--- config.mk ---
export PLATFORM = sky130hd
export DESIGN_NAME = bridge_sec_status
export DESIGN_NICKNAME = d
export VERILOG_FILES = /design/src/rtl/secstat_pkg.sv /design/src/rtl/secstat_qual.sv /design/src/rtl/secstat_w1c.sv /design/src/rtl/secstat_sticky.sv /design/src/rtl/bridge_sec_status.sv
export SDC_FILE = /design/constraint.sdc
export NUM_CORES = 1
export LEC_CHECK = 0
export ABC_AREA = 1
export ABC_CLOCK_PERIOD_IN_PS = 800
export BUFFER_PORTS_ARGS = -buffer_cell sky130_fd_sc_hd__buf_2
export CAP_MARGIN = 10
export CORE_AREA = 2 2 39 41
export CTS_BUF_LIST = sky130_fd_sc_hd__clkbuf_2
export CTS_CLUSTER_DIAMETER = 40
export DETAILED_ROUTE_END_ITERATION = 8
export DIE_AREA = 0 0 41 43
export GPL_TIMING_DRIVEN = 0
export MAX_ROUTING_LAYER = met4
export PLACE_DENSITY = 0.73
export SYNTH_ARGS = -nofsm -noshare
export SYNTH_HDL_FRONTEND = slang
export SYNTH_SLANG_ARGS = --single-unit
--- constraint.sdc ---
create_clock -name clk -period 0.8 [get_ports clk]
set_clock_uncertainty 0.15 [all_clocks]
set_input_delay 0.08 -clock clk [delete_from_list [all_inputs] [get_ports clk]]
set_output_delay 0.08 -clock clk [all_outputs]
set_load 0.01 [all_outputs]
--- src/rtl/secstat_pkg.sv ---
package secstat_pkg;
  localparam int REG_W  = 16;
  localparam int LANE_W = 8;
  localparam int BE_W   = REG_W / LANE_W;

  // Bit positions decoded by software
  localparam int B_PAR  = 15;
  localparam int B_SERR = 14;
  localparam int B_MAB  = 13;
  localparam int B_TAB  = 12;
  localparam int B_DPD  = 8;

  // Capability constants: select timing medium (bit 9), fast back-to-back (bit 7)
  localparam logic [REG_W-1:0] FIXED_VAL = 16'h0280;

  typedef struct packed {
    logic par;
    logic serr;
    logic mab;
    logic tab;
    logic dpd;
  } sec_evt_t;

  function automatic logic [REG_W-1:0] sticky_mask(input bit full);
    logic [REG_W-1:0] m;
    m = '0;
    m[B_SERR] = 1'b1;
    m[B_MAB]  = 1'b1;
    m[B_TAB]  = 1'b1;
    if (full) begin
      m[B_PAR] = 1'b1;
      m[B_DPD] = 1'b1;
    end
    return m;
  endfunction

  function automatic logic [REG_W-1:0] lane_mask(input logic [BE_W-1:0] be);
    logic [REG_W-1:0] m;
    for (int i = 0; i < REG_W; i++) m[i] = be[i / LANE_W];
    return m;
  endfunction

  function automatic logic dpd_qualify(input logic resp_en, input logic master,
                                       input logic perr, input logic is_wr,
                                       input logic rd_int);
    return (resp_en & master & perr & is_wr) | rd_int;
  endfunction

  function automatic logic [REG_W-1:0] evt_to_vec(input sec_evt_t e);
    logic [REG_W-1:0] v;
    v = '0;
    v[B_PAR]  = e.par;
    v[B_SERR] = e.serr;
    v[B_MAB]  = e.mab;
    v[B_TAB]  = e.tab;
    v[B_DPD]  = e.dpd;
    return v;
  endfunction
endpackage

--- src/rtl/secstat_qual.sv ---
module secstat_qual
  import secstat_pkg::*;
#(
  parameter bit FULL_PARITY = 1'b1
) (
  input  logic             bus_par_err,
  input  logic             bus_serr_rx,
  input  logic             fwd_mabort,
  input  logic             fwd_tabort,
  input  logic             fwd_needs_cmpl,
  input  logic             perr_resp_en,
  input  logic             int_master_own,
  input  logic             perr_pin_seen,
  input  logic             cyc_is_write,
  input  logic             rd_par_int,
  output logic [REG_W-1:0] set_vec,
  output logic             dpd_hit,
  output logic             tabort_cmpl
);
  sec_evt_t evt;

  assign dpd_hit     = dpd_qualify(perr_resp_en, int_master_own, perr_pin_seen,
                                   cyc_is_write, rd_par_int);
  assign tabort_cmpl = fwd_tabort & fwd_needs_cmpl;

  generate
    if (FULL_PARITY) begin : g_full
      always_comb begin
        evt.par  = bus_par_err;
        evt.dpd  = dpd_hit;
        evt.serr = bus_serr_rx;
        evt.mab  = fwd_mabort;
        evt.tab  = fwd_tabort;
      end
    end else begin : g_lite
      logic unused_par;
      assign unused_par = bus_par_err;
      always_comb begin
        evt.par  = 1'b0;
        evt.dpd  = 1'b0;
        evt.serr = bus_serr_rx;
        evt.mab  = fwd_mabort;
        evt.tab  = fwd_tabort;
      end
    end
  endgenerate

  assign set_vec = evt_to_vec(evt);
endmodule

--- src/rtl/secstat_w1c.sv ---
module secstat_w1c
  import secstat_pkg::*;
(
  input  logic             wr_en,
  input  logic [BE_W-1:0]  wr_be,
  input  logic [REG_W-1:0] wr_data,
  output logic [REG_W-1:0] clr_vec
);
  always_comb begin
    clr_vec = '0;
    if (wr_en) clr_vec = wr_data & lane_mask(wr_be);
  end
endmodule

--- src/rtl/secstat_sticky.sv ---
module secstat_sticky
  import secstat_pkg::*;
#(
  parameter logic [REG_W-1:0] MASK = '0
) (
  input  logic             clk,
  input  logic             rst_n,
  input  logic [REG_W-1:0] set_vec,
  input  logic [REG_W-1:0] clr_vec,
  output logic [REG_W-1:0] q
);
  logic unused_inputs;
  assign unused_inputs = ^{set_vec & ~MASK, clr_vec & ~MASK};

  generate
    for (genvar i = 0; i < REG_W; i++) begin : g_bit
      if (MASK[i]) begin : g_flop
        logic b;
        always_ff @(posedge clk) begin
          if (!rst_n)          b <= 1'b0;
          else if (set_vec[i]) b <= 1'b1;       // set wins over clear
          else if (clr_vec[i]) b <= 1'b0;
        end
        assign q[i] = b;
      end else begin : g_zero
        assign q[i] = 1'b0;
      end
    end
  endgenerate
endmodule

--- src/rtl/bridge_sec_status.sv ---
module bridge_sec_status
  import secstat_pkg::*;
#(
  parameter bit FULL_PARITY = 1'b1
) (
  input  logic             clk,
  input  logic             rst_n,
  input  logic             cfg_wr_en,
  input  logic [BE_W-1:0]  cfg_wr_be,
  input  logic [REG_W-1:0] cfg_wr_data,
  output logic [REG_W-1:0] cfg_rd_data,
  input  logic             bus_par_err,
  input  logic             bus_serr_rx,
  input  logic             fwd_mabort,
  input  logic             fwd_tabort,
  input  logic             fwd_needs_cmpl,
  input  logic             perr_resp_en,
  input  logic             int_master_own,
  input  logic             perr_pin_seen,
  input  logic             cyc_is_write,
  input  logic             rd_par_int,
  output logic             prim_sta_tabort,
  output logic             up_tabort_ret
);
  localparam logic [REG_W-1:0] STICKY = sticky_mask(FULL_PARITY);

  logic [REG_W-1:0] set_vec;
  logic [REG_W-1:0] clr_vec;
  logic [REG_W-1:0] flags_q;
  logic             dpd_hit;
  logic             tabort_cmpl;

  secstat_qual #(.FULL_PARITY(FULL_PARITY)) u_qual (
    .bus_par_err   (bus_par_err),
    .bus_serr_rx   (bus_serr_rx),
    .fwd_mabort    (fwd_mabort),
    .fwd_tabort    (fwd_tabort),
    .fwd_needs_cmpl(fwd_needs_cmpl),
    .perr_resp_en  (perr_resp_en),
    .int_master_own(int_master_own),
    .perr_pin_seen (perr_pin_seen),
    .cyc_is_write  (cyc_is_write),
    .rd_par_int    (rd_par_int),
    .set_vec       (set_vec),
    .dpd_hit       (dpd_hit),
    .tabort_cmpl   (tabort_cmpl)
  );

  secstat_w1c u_w1c (
    .wr_en  (cfg_wr_en),
    .wr_be  (cfg_wr_be),
    .wr_data(cfg_wr_data),
    .clr_vec(clr_vec)
  );

  secstat_sticky #(.MASK(STICKY)) u_sticky (
    .clk    (clk),
    .rst_n  (rst_n),
    .set_vec(set_vec),
    .clr_vec(clr_vec),
    .q      (flags_q)
  );

  assign cfg_rd_data     = flags_q | FIXED_VAL;
  assign prim_sta_tabort = tabort_cmpl;
  assign up_tabort_ret   = tabort_cmpl;
endmodule

# Word level (Yosys, flattened, before mapping)
# Cells that the tools add are included.
word_totals:
  output_inout_bits: 18
  ff_bits: 5
  elab_cells: 27
  inputBits: 31
op_classes:
  bitwise: 6
  n_mux: 11
  reduce_logical: 5
op_table:
  columns: ["operator", "count"]
  rows:
  - ["$and A16 B16 Y16", 1]
  - ["$mux W16", 1]
  - ["$mux W1", 10]
  - ["$reduce_bool A2 Y1", 5]
  - ["$and A1 B1 Y1", 4]
  - ["$or A1 B1 Y1", 1]

# Depth between registers and ports, before layout
logic_depth:
  word_depth: 5
  depth_mapped: 4
  depth_no_buf: 4

# Hierarchy
# From an unflattened synthesis, not the netlist that was laid out.
unflattened:
  hier_cells: 104
  hier_area_um2: 610.6
modules_own_cells:
  columns: ["mod", "n_inst", "cells_each", "seq_area_each_um2", "area_each_um2"]
  rows:
  - ["secstat_sticky", 1, 43, 100.1, 309.0]
  - ["secstat_qual", 1, 23, 0.0, 147.6]
  - ["secstat_w1c", 1, 34, 0.0, 127.6]
  - ["bridge_sec_status", 1, 4, 0.0, 26.3]

# Worst setup path before layout
# OpenSTA, ideal clock, no wires.
synth_path:
  path_kind: "register to register"
  from: "reg, netlist name u_sticky.g_bit[12].g_flop.b"
  to: "reg u_sticky.g_bit[12].g_flop.b"
  setup_slack_ns: 0.083
  t_required_ns: 0.534
  t_arrival_ns: 0.451
  setup_time_ns: 0.116
  period_less_slack_ns: 0.717
  path_stages_with_launch: 3
  path_buffers: 0
  cell_sequence: "dfxtp_1 -> a21oi_1 -> nor2_1"
synth_lines:
  columns: ["element", "line", "text"]
  rows:
  - ["to (signal assigned)", "secstat_sticky.sv:20", "if (!rst_n) b <= 1'b0;"]
  - ["to (signal assigned)", "secstat_sticky.sv:21", "else if (set_vec[i]) b <= 1'b1;"]
  - ["to (signal assigned)", "secstat_sticky.sv:22", "else if (clr_vec[i]) b <= 1'b0;"]
  - ["to (decl)", "secstat_sticky.sv:18", "logic b;"]

# Worst setup path after layout
layout_path:
  from: "reg u_sticky.g_bit[8].g_flop.b"
  to: "out cfg_rd_data[8]"
layout_lines:
  columns: ["element", "line", "text"]
  rows:
  - ["from (decl)", "secstat_sticky.sv:18", null]
  - ["from (signal assigned)", "secstat_sticky.sv:20", null]
  - ["from (signal assigned)", "secstat_sticky.sv:21", null]
  - ["from (signal assigned)", "secstat_sticky.sv:22", null]
  - ["to (decl)", "bridge_sec_status.sv:11", "output logic [REG_W-1:0] cfg_rd_data,"]
# No word-level cell between the ends.

==> results.json <==
{
  "status": "finished, violations left",
  "violations": "hold timing, setup timing",
  "ys_seq_elements": 5,
  "cpPeakStageDelay_ns": 0.32,
  "end_kind": "output port",
  "io_pins": 49,
  "overflow": 0,
  "worstSetupPathType": "flop to output port",
  "grt_start_max_net_pins": 6,
  "cp.arrival_ns": 0.65,
  "maxSlewViolCount": 0,
  "drive_above_1_share_pct": 58.2,
  "vias_per_cell": 3.63,
  "netlist_instances": 46,
  "yosysTopAreaCellShare_pct": 38.6,
  "power_uw": 723,
  "clockBufferDepth": 2,
  "rsz0062_at_grt": "yes",
  "hold_slack_ns": -0.0762,
  "detail-route-antenna-nets": 0,
  "worstPathRequired_ns": 0.57,
  "synth_area_leaders": "buf_4 39%, dfxtp_1 30%, a21oi_1 7.6%",
  "drc": 0,
  "setup_ws_ns": -0.0777,
  "synth_most_common_cell": "buf_4",
  "regMostFlops": "u_sticky.g_bit.g_flop.b",
  "cp-start-kind": "flop",
  "routed_wl_um": 706,
  "start_util_pct": 23.9,
  "yosys.area.top_type": "buf_4",
  "area_growth_pct": 60.2,
  "cts_tree": "built",
  "synth_area_um2": 330,
  "yosys_warnings": 0,
  "initialDrtViolationCount": 1,
  "fin_nets": 111,
  "synthArstFlopShare_pct": 0,
  "std_cell_rows": 14,
  "max-cap-violations": 0,
  "finalHoldViolCount": 5,
  "diodes": 0,
  "max_freq_ghz": 1.14,
  "synth.avg_cell_area_um2": 7.18,
  "insertion_delay_ns": 0.21,
  "numCtsBuffers": 3,
  "power_per_cell_area_nw_per_um2": 1370,
  "root_buffer": "clkbuf_2",
  "largest_reg_flops": 5,
  "crit_slowest_cell": "dfxtp_2",
  "firstDrtPassIters": 2,
  "p_leak_uw": 0.000315,
  "grt.total_usage_pct": 8.33,
  "num_vias": 345,
  "first_global_vias": 281,
  "grt_pass1_wl_um": 924,
  "dp_hpwl_um": 574,
  "synth_top_cells_by_count": "17 x buf_4, 6 x nor2_1, 5 x a21oi_1, 5 x dfxtp_1, 5 x nand3_1",
  "crit_family": "flip-flops",
  "min_period_ns": 0.878,
  "fin_crit_sh_pct": 110,
  "synth_edf_count": 0,
  "hold_class": "primary input to flop",
  "die_area_um2": 1760,
  "crit_chain": "buf_6",
  "ys_types": 8,
  "antenna_found_initial": 0,
  "cp_max_fo": 2,
  "largestRegisters": "u_sticky.g_bit.g_flop.b x5",
  "io_buffers": 25,
  "peakVddDrop_v": 0.000462,
  "die_h_um": 43,
  "path_clk_slew_ns": 0.06,
  "cts.htree.levels": 1,
  "fp.dieW_um": 41,
  "yosys_most_used_dff": "dfxtp_1",
  "ys_seq_area_share_pct": 30.3,
  "setup_viol": 5,
  "fp.coreArea_um2": 1380,
  "gp_congestion": 0.667,
  "clock-sinks": 5,
  "wire_per_inst_um": 7.43,
  "worst-path-buf-inv": 1
}
-- layout by cell type, fill, tap and decap left out, drive strengths merged --
cell type,instances
a21oi,5
buf,37
clkbuf,4
conb,11
dfxtp,5
inv,2
nand2,4
nand3,5
nor2,6
-- cell type report --
cell class / instances / area (um^2)
Multi-Input combinational cell: 31 / 129
Buffer: 12 / 90.1
Tap cell: 16 / 20.0
Inverter: 2 / 7.51
Sequential cell: 5 / 106
Fill cell: 147 / 855
Clock buffer: 4 / 20.0
Timing Repair Buffer: 25 / 156
-- power breakdown --
group          internal [uW]  switching, uW  total (uW)
combinational            119           85.5         205
sequential               272           12.6         284
clock                    133            102         234
-- cell families after synthesis --
group                  share of synthesized area [%]
and+or+nand+nor                                 18.9
AOI/OAI and AO/OA                               7.57
other                                           2.27
buffers and inverters                           40.9
DFF                                             30.3
-- final timing paths --
| check | startpoint | end | slack [ns] | depth (start not counted) |
|---|---|---|---|---|
| worst max-delay path | u_sticky.g_bit[8].g_flop.b | cfg_rd_data[8] | -0.08 | 1 |
| worst min-delay path | fwd_mabort | u_sticky.g_bit[13].g_flop.b | -0.08 | 3 |
| worst max register to register | u_sticky.g_bit[14].g_flop.b | u_sticky.g_bit[14].g_flop.b | 0.03 | 2 |
| worst min register to register | u_sticky.g_bit[8].g_flop.b | u_sticky.g_bit[8].g_flop.b | 0.32 | 2 |
-- stage by stage --
step           setup TNS [ns]  worst slack (ns)  std cells  area (um^2)  util [%]
2_1_floorplan               0            0.0833         55          364         -
3_3_place_gp                0            0.0342         96          509      36.8
3_5_place_dp                0            0.0330         96          509      36.8
4_1_cts                -0.453           -0.0941         95          529      38.2
5_1_grt                -0.556            -0.108         95          529      38.2
6_report               -0.365           -0.0777         95          529      38.2
-- layer usage --
layer  wire, um  track usage [%]  up-vias
met5          0                -        -
met4          0             6.00        0
met3         98             3.14        0
met2        335             13.1       21
met1        273             7.72      142
li1           -                -      182
-- what timing repair did --
| item | in CTS | in global routing |
|---|---|---|
| buffers inserted | 0 | 0 |
| resized for setup | 10 | 0 |
| setup endpoints to repair | 5 | 7 |
| endpoints found under the hold margin | 5 | 5 |
-- worst register-to-register path: stages (launching register included) --
cell     delay (ns)
dfxtp_2        0.32
a21oi_1        0.14
nor2_1         0.05
No activity file was read; power rests on OpenSTA's default activity.
